**src/rtl/encCapPkg.sv**
```systemverilog
package encCapPkg;
  typedef struct packed {
    logic countPulse;
    logic countUp;
    logic speedHit;
    logic posHit;
  } encStrobe_t;
endpackage

```
**src/rtl/encCtl.sv**
```systemverilog
module encCtl
  import encCapPkg::*;
#(
  parameter int CNT_W = 16,
  parameter int SYNC_STAGES = 2,
  parameter logic [CNT_W-1:0] POS_RST = '1,
  parameter logic [CNT_W-1:0] SPD_RST = {1'b0, {(CNT_W-1){1'b1}}}
) (
  input  logic             clk,
  input  logic             rstN,
  input  logic             phaseA,
  input  logic             phaseB,
  input  logic             wrEn,
  input  logic             wrSel,
  input  logic [CNT_W-1:0] wrData,
  output encStrobe_t       strobe,
  output logic [CNT_W-1:0] tbCount
);
  localparam int TOP = SYNC_STAGES - 1;

  logic [TOP:0] shA, shB;
  logic aPrev, bPrev, aNow, bNow, aChg, bChg;
  logic [CNT_W-1:0] posPeriod, speedPeriod;

  always_ff @(posedge clk) begin
    if (!rstN) begin
      shA <= '0; shB <= '0; aPrev <= 1'b0; bPrev <= 1'b0;
    end else begin
      shA <= {shA[TOP-1:0], phaseA};
      shB <= {shB[TOP-1:0], phaseB};
      aPrev <= shA[TOP];
      bPrev <= shB[TOP];
    end
  end

  assign aNow = shA[TOP];
  assign bNow = shB[TOP];
  assign aChg = aNow ^ aPrev;
  assign bChg = bNow ^ bPrev;

  always_comb begin
    strobe.countPulse = aChg ^ bChg;
    strobe.countUp    = aNow ^ bPrev;
    strobe.posHit     = (tbCount >= posPeriod);
    strobe.speedHit   = (tbCount == speedPeriod);
  end

  always_ff @(posedge clk) begin
    if (!rstN) begin
      posPeriod <= POS_RST;
      speedPeriod <= SPD_RST;
    end else if (wrEn) begin
      if (wrSel) posPeriod <= wrData;
      else       speedPeriod <= wrData;
    end
  end

  always_ff @(posedge clk) begin
    if (!rstN)              tbCount <= '0;
    else if (strobe.posHit) tbCount <= '0;
    else                    tbCount <= tbCount + 1'b1;
  end


  tb_clear_chk: assert property (@(posedge clk) disable iff (!rstN)
    strobe.posHit |=> tbCount == '0);

  tb_step_chk: assert property (@(posedge clk) disable iff (!rstN)
    !strobe.posHit |=> tbCount == $past(tbCount) + 1'b1);
endmodule

```
**src/rtl/encDp.sv**
```systemverilog
module encDp
  import encCapPkg::*;
#(
  parameter int CNT_W = 16,
  parameter int N_FLAGS = 3
) (
  input  logic               clk,
  input  logic               rstN,
  input  encStrobe_t         strobe,
  input  logic [CNT_W-1:0]   tbCount,
  input  logic [N_FLAGS-1:0] flagClr,
  output logic [CNT_W-1:0]   posCount,
  output logic [CNT_W-1:0]   posAtSpeed,
  output logic [CNT_W-1:0]   posAtPos,
  output logic [CNT_W-1:0]   widthNow,
  output logic [CNT_W-1:0]   widthPrev,
  output logic [N_FLAGS-1:0] capFlags
);
  logic [N_FLAGS-1:0] flagSet;

  assign flagSet = {strobe.countPulse, strobe.posHit, strobe.speedHit};

  always_ff @(posedge clk) begin
    if (!rstN) begin
      posCount <= '0;
    end else if (strobe.countPulse) begin
      posCount <= strobe.countUp ? posCount + 1'b1 : posCount - 1'b1;
    end
  end

  always_ff @(posedge clk) begin
    if (!rstN) begin
      posAtSpeed <= '0; posAtPos <= '0; widthNow <= '0; widthPrev <= '0;
    end else begin
      if (strobe.speedHit) posAtSpeed <= posCount;
      if (strobe.posHit)   posAtPos   <= posCount;
      if (strobe.countPulse) begin
        widthPrev <= widthNow;
        widthNow  <= tbCount;
      end
    end
  end

  for (genvar i = 0; i < N_FLAGS; i++) begin : g_flag
    always_ff @(posedge clk) begin
      if (!rstN)           capFlags[i] <= 1'b0;
      else if (flagSet[i]) capFlags[i] <= 1'b1;
      else if (flagClr[i]) capFlags[i] <= 1'b0;
    end

    flag_hold_chk: assert property (@(posedge clk) disable iff (!rstN)
      (capFlags[i] && !flagClr[i]) |=> capFlags[i]);
  end


  pos_move_chk: assert property (@(posedge clk) disable iff (!rstN)
    strobe.countPulse |=> posCount != $past(posCount));

  pos_hold_chk: assert property (@(posedge clk) disable iff (!rstN)
    !strobe.countPulse |=> $stable(posCount));

  snap_pos_chk: assert property (@(posedge clk) disable iff (!rstN)
    strobe.posHit |=> posAtPos == $past(posCount));

  width_buf_chk: assert property (@(posedge clk) disable iff (!rstN)
    strobe.countPulse |=> (widthPrev == $past(widthNow)) && (widthNow == $past(tbCount)));
endmodule

```
**src/rtl/quadPosCapture.sv**
```systemverilog
module quadPosCapture
  import encCapPkg::*;
#(
  parameter int CNT_W = 16,
  parameter int SYNC_STAGES = 2
) (
  input  logic             clk,
  input  logic             rstN,
  input  logic             phaseA,
  input  logic             phaseB,
  input  logic             wrEn,
  input  logic             wrSel,
  input  logic [CNT_W-1:0] wrData,
  input  logic [2:0]       flagClr,
  output logic [CNT_W-1:0] posCount,
  output logic [CNT_W-1:0] posAtSpeed,
  output logic [CNT_W-1:0] posAtPos,
  output logic [CNT_W-1:0] widthNow,
  output logic [CNT_W-1:0] widthPrev,
  output logic [2:0]       capFlags
);
  encStrobe_t strobe;
  logic [CNT_W-1:0] tbCount;

  encCtl #(.CNT_W(CNT_W), .SYNC_STAGES(SYNC_STAGES)) uCtl (
    .clk(clk), .rstN(rstN), .phaseA(phaseA), .phaseB(phaseB),
    .wrEn(wrEn), .wrSel(wrSel), .wrData(wrData),
    .strobe(strobe), .tbCount(tbCount)
  );

  encDp #(.CNT_W(CNT_W), .N_FLAGS(3)) uDp (
    .clk(clk), .rstN(rstN), .strobe(strobe), .tbCount(tbCount),
    .flagClr(flagClr), .posCount(posCount), .posAtSpeed(posAtSpeed),
    .posAtPos(posAtPos), .widthNow(widthNow), .widthPrev(widthPrev),
    .capFlags(capFlags)
  );
endmodule

```
**config.mk**
```make
export PLATFORM = sky130hd
export DESIGN_NAME = quadPosCapture
export DESIGN_NICKNAME = d
export VERILOG_FILES = /design/src/rtl/encCapPkg.sv /design/src/rtl/encCtl.sv /design/src/rtl/encDp.sv /design/src/rtl/quadPosCapture.sv
export SDC_FILE = /design/constraint.sdc
export NUM_CORES = 1
export LEC_CHECK = 0
export CORE_MARGIN = 3
export CORE_UTILIZATION = 35
export DETAILED_ROUTE_END_ITERATION = 10
export PLACE_DENSITY_LB_ADDON = 0.1
export SLEW_MARGIN = 20
export SYNTH_ARGS = -nofsm -noshare
export SYNTH_HDL_FRONTEND = slang
export SYNTH_SLANG_ARGS = --single-unit
```
**constraint.sdc**
```tcl
create_clock -name clk -period 3.02 [get_ports clk]
set_input_delay 0.453 -clock clk [delete_from_list [all_inputs] [get_ports clk]]
set_output_delay 0.453 -clock clk [all_outputs]
set_load 0.01 [all_outputs]
```
**Word-level counts from Yosys, hierarchy flattened**

Cells that the tools add are included.
Widths: inputs -> output; s select.

- Flip-flop bits (word level): 137
- Input bits: 25
- Output and inout bits: 83
- Logic and storage cells: 39

- Add/sub/neg operators: 3
- $lt $le $gt $ge: 1
- Eq/ne operators: 1
- Muxes and demuxes: 7
- Bitwise gates (word level): 6
- Reductions and logical operators: 6

Operators with widths:

| cell | count |
|---|---|
| $add 16x1->16 const B | 2 |
| $eq 16x16->1 | 1 |
| $ge 16x16->1 | 1 |
| $mux 16 | 1 |
| $sub 16x1->16 const B | 1 |
| $mux 1 | 6 |
| $reduce_bool 2->1 | 3 |
| $reduce_and 2->1 | 2 |
| $xor 1x1->1 | 4 |
| $not 1->1 | 2 |
| $reduce_or 2->1 | 1 |

**Depth between registers and ports, before layout**

Gate-level depths: netlist of run 1.

- Depth after elaboration: 3
- Mapped depth: 9
- Mapped depth without buffers: 8

**Hierarchy**

Synthesis of run 1 repeated with hierarchy kept, for this count alone.

- Cells, all modules: 677
- Area, all modules: 6423.7 µm²

Modules (own cells, without submodules):

| module | instances | cells each | area each (µm²) | seq. area each (µm²) |
|---|---|---|---|---|
| encDp | 1 | 381 | 3912.5 | 1661.6 |
| encCtl | 1 | 296 | 2511.2 | 1081.0 |

**Worst setup path before layout of run 1**

No wires, ideal clock.

- Path kind: register to register
- From: register uCtl.shA[1]
- To: register uDp.posCount[8]
- Data arrival time: 2.550 ns
- Required time: 2.897 ns
- Slack: 0.347 ns
- Cell stages (with the launch flop): 10
- Path buffers: 1
- Cells stage by stage: dfxtp_1 -> xor2_2 -> buf_2 -> xnor2_1 -> ha_1 -> or4_4 -> or3_1 -> o32a_1 -> o211ai_2 -> o31ai_2

- Word-level cells in the longest chain between the ends: 2
- Elaborated cells on any way between the ends: 4

RTL lines:

| what | line | RTL |
|---|---|---|
| from (decl) | encCtl.sv:21 | `logic [TOP:0] shA, shB;` |
| from (signal assigned) | encCtl.sv:29 | `shA <= {shA[TOP-1:0], phaseA};` |
| $xor 1x1->1, on equally long branches | encCtl.sv:43, encCtl.sv:38 |  |
| $mux 16 / $xor 1x1->1 (equally long branches) | encDp.sv:27, encCtl.sv:42 |  |
| to (signal assigned) | encDp.sv:27 | `posCount <= strobe.countUp ? posCount + 1'b1 : posCount - 1'b1;` |
| to (decl) | encDp.sv:12 | `output logic [CNT_W-1:0] posCount,` |

Parallel ways exist; a longest one is shown, timed or not.
A chain may end at the register's enable or synchronous reset.

**Final worst setup path of run 1**

- From: register uCtl.tbCount[0]
- To: register uDp.posAtPos[9]

- Word-level cells in the longest chain between the ends: 1

RTL lines:

| what | line | RTL |
|---|---|---|
| from (decl) | encCtl.sv:17 | `output logic [CNT_W-1:0] tbCount` |
| from (signal assigned) | encCtl.sv:61 | `else tbCount <= tbCount + 1'b1;` |
| $ge 16x16->1 | encCtl.sv:44 | `strobe.posHit = (tbCount >= posPeriod);` |
| to (signal assigned) | encDp.sv:36 | `if (strobe.posHit) posAtPos <= posCount;` |
| to (decl) | encDp.sv:14 | `output logic [CNT_W-1:0] posAtPos,` |

No other way between the ends.

==> flow_results.org, run 1 <==
** Timing
- Layout Skew :: about 11 ps
- Dividing the final minimum period by the clock period gives 84.61%.
- Max Clk Rate :: between 300 and 400 MHz
- Setup repair after global routing left no endpoint under its margin.
- Clock period minus worst slack :: about 2600 ps
- For the pin with the worst max-slew slack, the measured transition is about 1100 ps.
- Aggregate negative setup slack :: 0 ps
- Fin Hold WS :: approximately 450 ps
- Final number of setup-violating endpoints :: 0
- Headroom to the max-slew limit came out at a little over a quarter.
- Final max-slew violation count :: 0
- The final number of hold-violating endpoints was 0.

** CTS
- Hold-fix buffer count after cts :: 0
- Num CTS Buffers :: 17
- The tree is rooted in a clkbuf_16.
- Counting along the longest clock path gives a buffer depth of 2.
- After clock tree synthesis, the clock-pin slew on the worst setup and hold paths is around 60 ps.
- Number of clock sinks :: about 140
- CTS tree :: yes
- Deepest level of the CTS H-tree :: 4
- Clock latency reported for the late side of the worst-skew pair :: 420 ps
- Number of gates resized after cts :: 0
- Post-CTS timing repair inserted 0 buffers for setup.

** Synth
- Sorting the synthesized cells by area gives the leading types as dfxtp_1 (43%), nand2_1 (9.8%), a21oi_1 (6.2%), xor2_1 (4.0%), mux2i_1 (3.6%).
- Synth Flop Type :: dfxtp_1
- Share of async-settable or async-resettable flops after synthesis :: 0%
- Average cell area after synthesis :: between 8 and 9 µm²
- The mapped netlist covers ~6300 µm².
- After technology mapping, the gate count stands at between 700 and 800.
- Library cell with the largest summed area after synthesis :: dfxtp_1
- Nets in the synthesized netlist :: between 800 and 900
- After synthesis, the netlist uses 50 different library cells.
- The Yosys step of the flow raised 0 warnings.
- Number of synthesized register bits :: approximately 140
- In this run, synthesis inferred 0 flip-flops with an integrated enable.
- Of the post-synthesis cell area, the dominant cell type holds between 40% and 50%.
- Share of synthesized area occupied by flip-flops and latches :: between 40% and 50%

** Critical path
- Counting both buffers and inverters, the worst setup path holds a total of 1.
- Worst path slowest cell :: and2_0
- Across all register-to-register paths, the minimum setup slack is 460 ps.
- Cell Chain, Critical Path :: inv_1 > ha_1 > nor2_1 > a21oi_1 > o41ai_4 > and2_0 > a311o_1
- Crit Path Category :: register to register
- Worst R2R End :: uDp.posAtPos[9]$_SDFFE_PN0P_
- Element type at the critical path start :: register
- Kind of cell with the highest combined delay on the critical path :: simple AND/OR/NAND/NOR gates
- Stage delay of the slowest cell on the critical path :: roughly 760 ps
- Required time worst endpoint :: between 3000 and 4000 ps
- In this run the worst path has a maximum fanout of 16.
- Sort of element at the end of the critical path :: register
- In this run the critical register-to-register path is launched from uCtl.tbCount[0]$_SDFF_PP0_.
- Measured in cells, the most critical reg-to-reg path has a length of 7.
- CP arrival :: ~2900 ps

** Cells and area
- Most common cell after layout, fill and taps aside :: nand2_1
- Final std cell area, no fill :: ~8200 µm²
- Once layout is complete, the utilization of the core stands at between 40% and 50%.
- Summing all multi-input logic gate instances after layout gives 3291 µm².
- The library cells used most frequently in the layout, excluding fill and tap cells, are nand2_1 (165), dfxtp_1 (137), clkdlybuf4s50_1 (107).
- Total number of nets in the final design :: approximately 900
- Number of inserted filler cells in the final layout :: between 1500 and 2000
- Diodes inserted :: 0
- Fraction of final layout cells with drive strength greater than 1 :: under 10%
- Sequential cell area in the final layout :: between 2000 and 3000 µm²
- Area added between synthesis and finish :: 28.72%

** Outcome
- The run finished with clean final reports.

** Placement
- Post-placement cell area :: ~7600 µm²
- Number of buffers inserted by port buffering :: between 100 and 150
- Dpl hpwl :: approximately 12000 µm
- Routability-driven placement finished with a final weighted congestion of approximately 0.85.

** Min path
- Counting instances, the worst hold path has a depth of 2.
- The worst hold path terminates at uDp.widthPrev[3]$_SDFFE_PN0P_.
- The worst hold path begins at uDp.widthPrev[3]$_SDFFE_PN0P_.
- Class of the most critical hold timing path :: register to register

** Global route
- The initial antenna violation count was 0.
- Number of global-route vias before repair :: 5395
- Global routing usage summed across all routing layers :: around 18%
- Total congestion overflow after global routing :: 0
- First-pass GRT wire length :: between 20000 and 30000 µm
- Entering global routing, the biggest net connects just over 50 pins.

** Detailed routing
- Iter 0 DRT Violations :: 370
- Detail Route Antenna Nets :: 0
- After detailed routing, the number of vias per cell comes to 5.185.
- Total wirelength of the detailed-routed design :: around 17000 µm
- Number of vias after detailed routing :: about 5600
- Remaining design rule violation count :: 0
- Routed length per placed instance :: 15.93 µm
- Detailed Routing Iterations Pass 1 :: 5

** Die
- Initial standard-cell utilization of the core :: between 30 and 40%
- In this run the count of I/O pins placed on the die edge is around 110.
- From left edge to right edge, the die measures about 140 µm.
- The die covers roughly 20000 µm².
- Core Area :: roughly 17000 µm²
- Die Height :: about 140 µm
- Row Count :: 48

** Power and ir drop
- For this design the ratio of total power to cell area is approximately 600 nW/µm².
- IR analysis of the VDD net gives a maximum drop of roughly 400 µV.
- Leakage dissipation :: 3.189 nW

** Run
- Max-cap violation count :: 0
area by class of cell:
class / count / share of cell area (%)
Multi-Input combinational cell: 551 / 40.36
Inverter: 20 / 0.9208
Tap cell: 225 / 3.453
Clock buffer: 19 / 5.433
Clock inverter: 13 / 1.489
Sequential cell: 137 / 33.64
Timing Repair Buffer: 124 / 14.70
registers in the layout (all words and copies together), names as in the netlist, 16 cells and up:
| register | cells |
|---|---|
| uDp.widthNow | 16 |
| uDp.posAtSpeed | 16 |
| uCtl.tbCount | 16 |
| uDp.widthPrev | 16 |
| uDp.posAtPos | 16 |
| uCtl.posPeriod | 16 |
| uCtl.speedPeriod | 16 |
| uDp.posCount | 16 |
per-stage QoR:
step	setup WS (ps)	std cells	total power [mW]
2_1_floorplan	346.7	765	2.517
6_report	464.7	1089	4.764
4_1_cts	458.6	1089	4.810
3_5_place_dp	481.3	1057	2.831
3_3_place_gp	605.1	1057	2.817
5_1_grt	288.4	1089	4.986
synth_stat cells (10+ instances only):
cell type / number
nand3_1: 42
o211ai_1: 17
xor2_1: 29
a311o_1: 16
dfxtp_1: 137
a21oi_1: 78
xnor2_1: 13
buf_2: 12
nor3_1: 21
nor2_1: 35
ha_1: 18
mux2i_1: 23
and2_1: 11
nand4_1: 10
nand2_1: 165
inv_1: 19
clkbuf_1: 42
where the power goes:
part / internal, mW / total, mW / leakage (nW) / switching (mW)
registers: 1.92 / 2.09 / 1.12 / 0.171
clock network: 1.16 / 1.97 / 0.274 / 0.812
logic: 0.357 / 0.703 / 1.80 / 0.346
per-layer routing:
layer | track usage, % | vias to the layer above | routed length (µm)
met1 | 24.93 | 2651 | 8405
met2 | 27.57 | 175 | 7731
met4 | 5.150 | 0 | 197
li1 | - | 2807 | -
met3 | 4.199 | 14 | 1018
met5 | 0 | - | 0
logic make-up after synthesis:
group           Yosys count  synth area share, %
mux                      23                3.635
fa+ha+maj                18                3.556
simple gates            332                24.18
buf+inv                  77                4.978
xor+xnor                 45                6.578
compound gates          133                13.77
flops                   137                43.30
how the worst max path moves through the flow:
stage / start / endpoint / slack [ps] / cells past startpoint
global placement: uCtl.tbCount[0]$_SDFF_PP0_ / uDp.posAtPos[7]$_SDFFE_PN0P_ / 610 / 7
global route: uCtl.tbCount[0]$_SDFF_PP0_ / uDp.posAtPos[12]$_SDFFE_PN0P_ / 290 / 7
detailed placement: uCtl.tbCount[0]$_SDFF_PP0_ / uDp.posAtPos[9]$_SDFFE_PN0P_ / 480 / 7
floorplan: uCtl.shA[1]$_SDFF_PN0_ / uDp.posCount[8]$_SDFFE_PN0P_ / 350 / 9
CTS: uCtl.tbCount[0]$_SDFF_PP0_ / uDp.posAtPos[9]$_SDFFE_PN0P_ / 460 / 7
finish: uCtl.tbCount[0]$_SDFF_PP0_ / uDp.posAtPos[9]$_SDFFE_PN0P_ / 460 / 7
tightest hold or removal path: stages (launching register included):
cell and delay, ps:
dfxtp_1 310, nand2_1 50, a21oi_1 50
(Power assumes the default switching activity.)
==> inputs of run 2 (changes only) <==
clock period = 2.3 ns   (was 3.02 ns; I/O delays follow)
==> flow_results.org, run 2 (synthesized netlist as in run 1, its figures left out) <==
** Placement
- Number of buffers inserted by port buffering :: between 100 and 150
- OpenSTA, run right after detailed placement, puts the worst setup slack at approximately 9.6 ps.
- The HPWL after detailed placement is 13080 µm.
- Routability-driven placement finished with a final weighted congestion of 0.9293.

** Critical path
- The number of buffers and inverters on the critical path is 0.
- In this design, the stage delay of the slowest critical-path cell is 420 ps.
- The critical path goes through xor2_4 > xnor2_1 > ha_2 > or4_4 > or3_4 > o32a_1 > o211ai_2 > o31ai_2.
- The worst register-to-register path ends at uDp.posCount[8]$_SDFFE_PN0P_.
- Counting cells, the worst reg-to-reg path comes to 8.
- Data on the critical path is required at its endpoint by between 2000 and 3000 ps.
- The worst register-to-register path has a setup slack of -10 ps.
- The worst register-to-register path begins at uCtl.shA[1]$_SDFF_PN0_.
- Along the worst path, the maximum fanout reaches 2.
- Element type at the critical path start :: register
- Data on the critical path arrives at its endpoint at 2610 ps.
- The kind of cell with the highest combined delay along the critical path is simple AND/OR/NAND/NOR gates.
- Crit Path Category :: register to register
- CP Launch Point :: uCtl.shA[1]$_SDFF_PN0_
- The largest individual stage delay along the critical path comes from the cell or4_4.
- Levels on crit path :: 8
- The worst setup path is captured at a register.
- Worst setup endpoint :: uDp.posCount[8]$_SDFFE_PN0P_

** Die
- Die Height :: 140.5 µm
- Row Count :: 48
- The die covers between 15000 and 20000 µm².
- X dimension of the die :: between 100 and 150 µm
- Initial standard-cell utilization of the core :: between 30% and 40%
- Core Area :: 17480 µm²
- Top-Level Pins :: ~110

** Detailed routing
- Iter 0 DRT Violations :: ~330
- Wires add up to 18020 µm.
- Remaining design rule violation count :: 0
- The first detailed-routing pass ran for 5 iterations.
- In this run the remaining antenna-violating nets after routing total 0.
- Number of vias after detailed routing :: 5800
- Routed length per placed instance :: roughly 16 µm
- In the routed layout, each cell is associated on average with a via count of 5.151.

** CTS
- CTS tree :: yes
- Number of clock sinks :: approximately 140
- Clock tree synthesis selected as its root buffer the cell clkbuf_16.
- The clock tree synthesis step divided the H-tree into 4 levels.
- Hold-fix buffer count after cts :: 0
- Num CTS Buffers :: 17
- The clock passes through at most 2 buffers.
- Clock-pin slew was measured on the worst setup and hold paths at around 60 ps.
- Clock latency on the worst-skew pair, taken at its later pin, is roughly 420 ps.

** Cells and area
- Most common cell after layout, fill and taps aside :: nand2_1
- 0 antenna diodes ended up in the layout.
- The filler cells instantiated in the layout total 1660.
- Leaving out fill and tap cells, the most frequent cells in the layout are nand2_1 (165), dfxtp_1 (135), clkdlybuf4s50_1 (107).
- Fraction of final layout cells with drive strength greater than 1 :: approximately 12%
- Total number of nets in the final design :: slightly above 900
- Area added between synthesis and finish :: 34.41%

** Global route
- For this run the aggregate overflow at the end of global routing stands at 0.
- Entering global routing, the biggest net connects 51 pins.
- First-pass GRT wire length :: roughly 29000 µm
- Number of global-route vias before repair :: approximately 5500
- The initial antenna violation count is 0.
- Global routing used 18.37% of the available tracks.

** Timing
- For the finished layout, the period the worst path requires is approximately 2300 ps.
- Final number of setup-violating endpoints :: 1
- Actual transition at the worst max-transition pin :: about 990 ps
- Unrepaired setup endpoints after global routing :: true
- For the final database, setup skew stands at slightly below 9 ps.
- Max Clk Rate :: about 430 MHz
- The final number of hold-violating endpoints is 0.
- Final max-slew violation count :: 0
- Headroom to the max-slew limit :: between 30% and 40%
- After layout, the worst setup slack is -13.73 ps.
- Final critical-path share of the clock period :: 100.6%
- Aggregate negative setup slack :: -13.73 ps

** Power and ir drop
- For this design the static power due to leakage is around 3.4 nW.
- Post-layout power :: between 6 and 7 mW
- The worst-case IR drop observed on VDD is roughly 480 µV.
- For this design the ratio of total power to cell area is 771.3 nW/µm².

** Run
- Max-cap violation count :: 0

** Outcome
- The run finished, with violations left.
- The checks that failed: setup timing.

** Min path
- The worst hold path belongs to the class register to register.
- Hold Path Depth :: 1
-- run 2: changes by cell type in the layout (fill, tap and decap cells not counted), sizes merged --
cell / delta
bufinv: +2
inv: +1
clkinvlp: -1
clkinv: -2
buf: +37
-- run 2: area by class of cell --
| cell class | count | area, µm² | share of cell area [%] |
|---|---|---|---|
| multi-input cells | 551 | 3328 | 39.09 |
| clock inverters | 13 | 168.9 | 1.984 |
| inverters | 20 | 75.07 | 0.8818 |
| well taps | 225 | 281.5 | 3.307 |
| repair buffers | 161 | 1476 | 17.34 |
| flip-flops and latches | 137 | 2750 | 32.30 |
| clock buffers | 19 | 432.9 | 5.085 |
-- run 2: repair_timing --
action	in CTS	in global routing
gates resized for setup	0	5
buffers inserted	0	1
setup endpoints to repair	1	3
pin swaps	0	0
-- run 2: metal layers --
| layer | track usage, % | part of all wire (%) |
|---|---|---|
| met4 | 4.640 | 0.90 |
| met3 | 4.677 | 5.4 |
| met2 | 26.59 | 42 |
| met5 | 0 | 0 |
| met1 | 27.18 | 52 |
-- run 2: power by group --
part	switching, mW	internal, mW	total (mW)
Clock	1.07	1.72	2.79
Sequential	0.120	2.52	2.64
Combinational	0.599	0.544	1.14
-- run 2: worst min path at each step --
stage                                       from                      to
after floorplan           uCtl.shA[0]$_SDFF_PN0_  uCtl.shA[1]$_SDFF_PN0_
after global placement    uCtl.shA[0]$_SDFF_PN0_  uCtl.shA[1]$_SDFF_PN0_
after detailed placement  uCtl.shB[0]$_SDFF_PN0_  uCtl.shB[1]$_SDFF_PN0_
after CTS                 uCtl.shB[0]$_SDFF_PN0_  uCtl.shB[1]$_SDFF_PN0_
after global routing      uCtl.shB[0]$_SDFF_PN0_  uCtl.shB[1]$_SDFF_PN0_
final                     uCtl.shB[0]$_SDFF_PN0_  uCtl.shB[1]$_SDFF_PN0_
-- run 2: stage by stage --
step | util, % | cell area [µm²] | hold slack [ps] | cells
floorplan | - | 6361 | 411.1 | 765
global placement | 45.09 | 7880 | 415.4 | 1093
detailed placement | 45.09 | 7880 | 427.7 | 1093
CTS | 48.53 | 8482 | 438.0 | 1125
global route | 48.71 | 8513 | 453.5 | 1126
finish | 48.71 | 8513 | 430.4 | 1126
==> inputs of run 3 (changes only) <==
ABC_AREA = 1   (was unset)
==> flow_results.org, run 3 <==
** Global route
- Global routing usage summed across all routing layers :: between 10% and 20%
- Pin count of the biggest net entering global routing :: 67
- Initial antenna violation count :: 0
- Number of global-route vias before repair :: between 5000 and 6000
- First-pass GRT wire length :: 28120 µm
- Total congestion overflow after global routing :: 0

** Timing
- Fin Hold WS :: between 300 and 400 ps
- Layout Skew :: around 14 ps
- Dividing the final minimum period by the clock period gives between 80% and 90%.
- Clock period minus worst slack :: roughly 2000 ps
- Unrepaired setup endpoints after global routing :: false
- Actual transition at the worst max-transition pin :: 533.8 ps
- The max-slew violation count was 0.
- Final Hold Vio Count :: 0
- Headroom to the max-slew limit :: between 60% and 70%
- Setup total negative slack on the finished layout was measured at 0 ps.
- Setup violations remaining at the end of the flow were counted as 0.
- Max Clk Rate :: 485.9 MHz

** Power and ir drop
- Leakage dissipation :: 3.705 nW
- Worst IR Drop VDD :: ~530 µV
- Power density over the cells :: between 800 and 900 nW/µm²

** Min path
- The tightest min-delay check is of the input pin to register type.
- Hold wc startpoint :: rstN

** Synth
- Number of different library cells in the post-synthesis netlist :: 34
- Share of synthesized area occupied by flip-flops and latches :: 43.40%
- Count of flip-flops with a built-in enable after synthesis :: 0
- The number of nets handed over by synthesis was 929.
- In the synthesized netlist, the number of instances is 886.
- The synthesized netlist occupies a cell area of 6320 µm².
- In the synthesized netlist the dominant register cell turns out to be dfxtp_1.
- Library cell with the largest summed area after synthesis :: dfxtp_1
- Top area cells in the synthesized netlist :: dfxtp_1 (43%), nand2_1 (12%), nor2_1 (9.4%), inv_1 (5.6%), o21ai_0 (5.4%)
- After synthesis the netlist holds a flip-flop and latch count of about 140.
- Share of async-settable or async-resettable flops after synthesis :: 0%
- Count leader, synth :: nand2_1
- During synthesis, Yosys emitted a total of 0 warnings.
- Counting instances in the post-synthesis netlist gives the leading cell types as nand2_1 (196), nor2_1 (158), dfxtp_1 (137).
- Top cell type's share of synthesized area :: a little over two fifths
- Average cell area after synthesis :: 7.133 µm²

** Critical path
- Stage delay of the slowest cell on the critical path :: roughly 420 ps
- The worst register-to-register path ends at uDp.posAtSpeed[11]$_SDFFE_PN0P_.
- Sort of element at the end of the critical path :: register
- CP arrival :: around 2400 ps
- On the critical path the largest part of the delay comes from simple AND/OR/NAND/NOR gates.
- CP Launch Point :: uCtl.tbCount[11]$_SDFF_PP0_
- At the worst endpoint, the required time is 2650 ps.
- In this run the worst setup path terminates at uDp.posAtSpeed[11]$_SDFFE_PN0P_.
- The worst setup path is launched from a register.
- Measured in cells, the most critical reg-to-reg path has a length of 9.
- The worst register-to-register path has a setup slack of about 240 ps.
- Cell Chain, Critical Path :: inv_1 > or2_0 > nand3_1 > nor4_1 > nand2_2 > inv_1 > buf_4 > nor2_1 > nor2_1
- The critical path crosses 9 cells after its start point.
- Worst-path fanout max :: 18
- The critical path contains buffers and inverters numbering 3 combined.
- The critical path is of the register to register type.
- The slowest stage of the critical path is the nor4_1 cell.
- Startpoint of the worst register-to-register path :: uCtl.tbCount[11]$_SDFF_PP0_

** CTS
- Setup fix buffers added after clock tree synthesis :: 0
- Deepest level of the CTS H-tree :: 4
- Clk buf depth :: 2
- Num CTS Buffers :: 17
- Clock latency reported for the late side of the worst-skew pair :: 430 ps
- CTS tree :: yes
- CTS root buffer :: clkbuf_16
- The number of hold buffers added after CTS was 0.
- Number of clock sinks :: around 140
- After clock tree synthesis, the clock-pin slew on the worst setup and hold paths is 60 ps.

** Die
- The die is roughly 140 µm tall.
- The die is 140.4 µm wide.
- The total area inside the core boundary comes to 17480 µm².
- Top-Level Pins :: roughly 110
- Once the floorplan was initialized, standard cells occupied 36.16% of the core.
- Row Count :: 48
- Die footprint :: between 15000 and 20000 µm²

** Detailed routing
- Number of vias after detailed routing :: between 5000 and 6000
- After detailed routing, the number of vias per cell comes to about 4.7.
- Remaining design rule violation count :: 0
- Dividing the detail-routed wire length by the instance count gives 13.82 µm.
- Detailed Routing Iterations Pass 1 :: 7
- After the first detailed-routing iteration, the DRC count stood at 404.
- Detail Route Antenna Nets :: 0
- Total wirelength of the detailed-routed design :: 16960 µm

** Placement
- Number of buffers inserted by port buffering :: between 100 and 150
- Summing all placed instances gives a cell area of ~7600 µm².
- Summed over all nets, the half-perimeter wirelength after detailed placement is between 10000 and 15000 µm.
- The congestion estimate from routability-driven global placement came to 0.8627.

** Cells and area
- Total number of nets in the final design :: about 1000
- Compared with the post-synthesis result, the final layout area differs by 30.98%.
- Most common cell after layout, fill and taps aside :: nand2_1
- Diodes inserted :: 0
- Cells with a size suffix above 1 make up under 10% of the layout.
- Final standard cell utilization of the core :: between 40% and 50%
- With fillers left out, the area of the finished cells amounts to around 8300 µm².
- In the layout the commonest cells are nand2_1 (194), nor2_1 (158), dfxtp_1 (137).

** Outcome
- Outcome :: finished, final reports clean

** Run
- Across the run, the number of max-cap violations was 0.
[run 3: cell types whose count changed in the layout (fill, tap and decap cells not counted), moves of 14 or more]
cell,delta
mux2i_1,-23
nor2_1,+124
nor3_1,-16
o21ai_0,+66
buf_4,-40
a21oi_1,-45
nand2_1,+29
xor2_1,-14
inv_1,+75
a311o_1,-16
[run 3: worst min-delay path by stage]
stage | slack [ps] | endpoint | cells after the start
6_report | 330 | uCtl.speedPeriod[9]$_SDFFE_PN1P_ | 2
5_1_grt | 350 | uCtl.speedPeriod[6]$_SDFFE_PN1P_ | 2
4_1_cts | 320 | uCtl.speedPeriod[7]$_SDFFE_PN1P_ | 2
3_5_place_dp | 400 | uCtl.shB[1]$_SDFF_PN0_ | 2
3_3_place_gp | 400 | uCtl.shB[1]$_SDFF_PN0_ | 2
2_1_floorplan | 390 | uCtl.shA[1]$_SDFF_PN0_ | 2
[run 3: cells by family (layout without fill, tap and decap cells)]
kind of cell	Yosys count	count (layout)	synth area share [%]
AOI/OAI and AO/OA	142	142	13.15
xor gates and xnor gates	27	27	3.742
adders and majority gates	18	18	3.564
buffers and inverters	134	250	8.572
DFF	137	137	43.40
and+or+nand+nor	428	428	27.58
[run 3: layer usage]
layer	track usage, %	share of wire (%)
met5	0	0
met4	6.068	1.3
met3	3.653	3.7
met2	29.18	48
met1	22.59	47
[run 3: repair_timing]
item                                    4_1_cts  5_1_grt
resized for setup                             0        1
endpoints found under the setup margin        0       16
endpoints found under the hold margin         0        0
[run 3: layout make-up]
| class | count | area [µm²] |
|---|---|---|
| inverters | 96 | 360.3 |
| multi-input cells | 615 | 3040 |
| clock inverters | 11 | 170.2 |
| flip-flops and latches | 137 | 2743 |
| repair buffers | 123 | 1226 |
| fillers | 1786 | 9199 |
| well taps | 225 | 281.5 |
| clock buffers | 20 | 456.7 |
[run 3: metrics by stage]
| stage | instances | setup WS [ps] | total power [mW] |
|---|---|---|---|
| after global placement | 1196 | 97.72 | 3.900 |
| after floorplan | 886 | 501.9 | 3.424 |
| after global routing | 1227 | 15.75 | 7.090 |
| final | 1227 | 242.0 | 6.765 |
| after CTS | 1227 | 103.3 | 6.842 |
| after detailed placement | 1196 | 123.9 | 3.899 |
[run 3: power by group]
group | leakage [nW] | total [mW] | internal [mW] | switching (mW)
logic | 2.27 | 1.20 | 0.508 | 0.689
registers | 1.12 | 2.65 | 2.52 | 0.129
clock network | 0.310 | 2.92 | 1.87 | 1.05
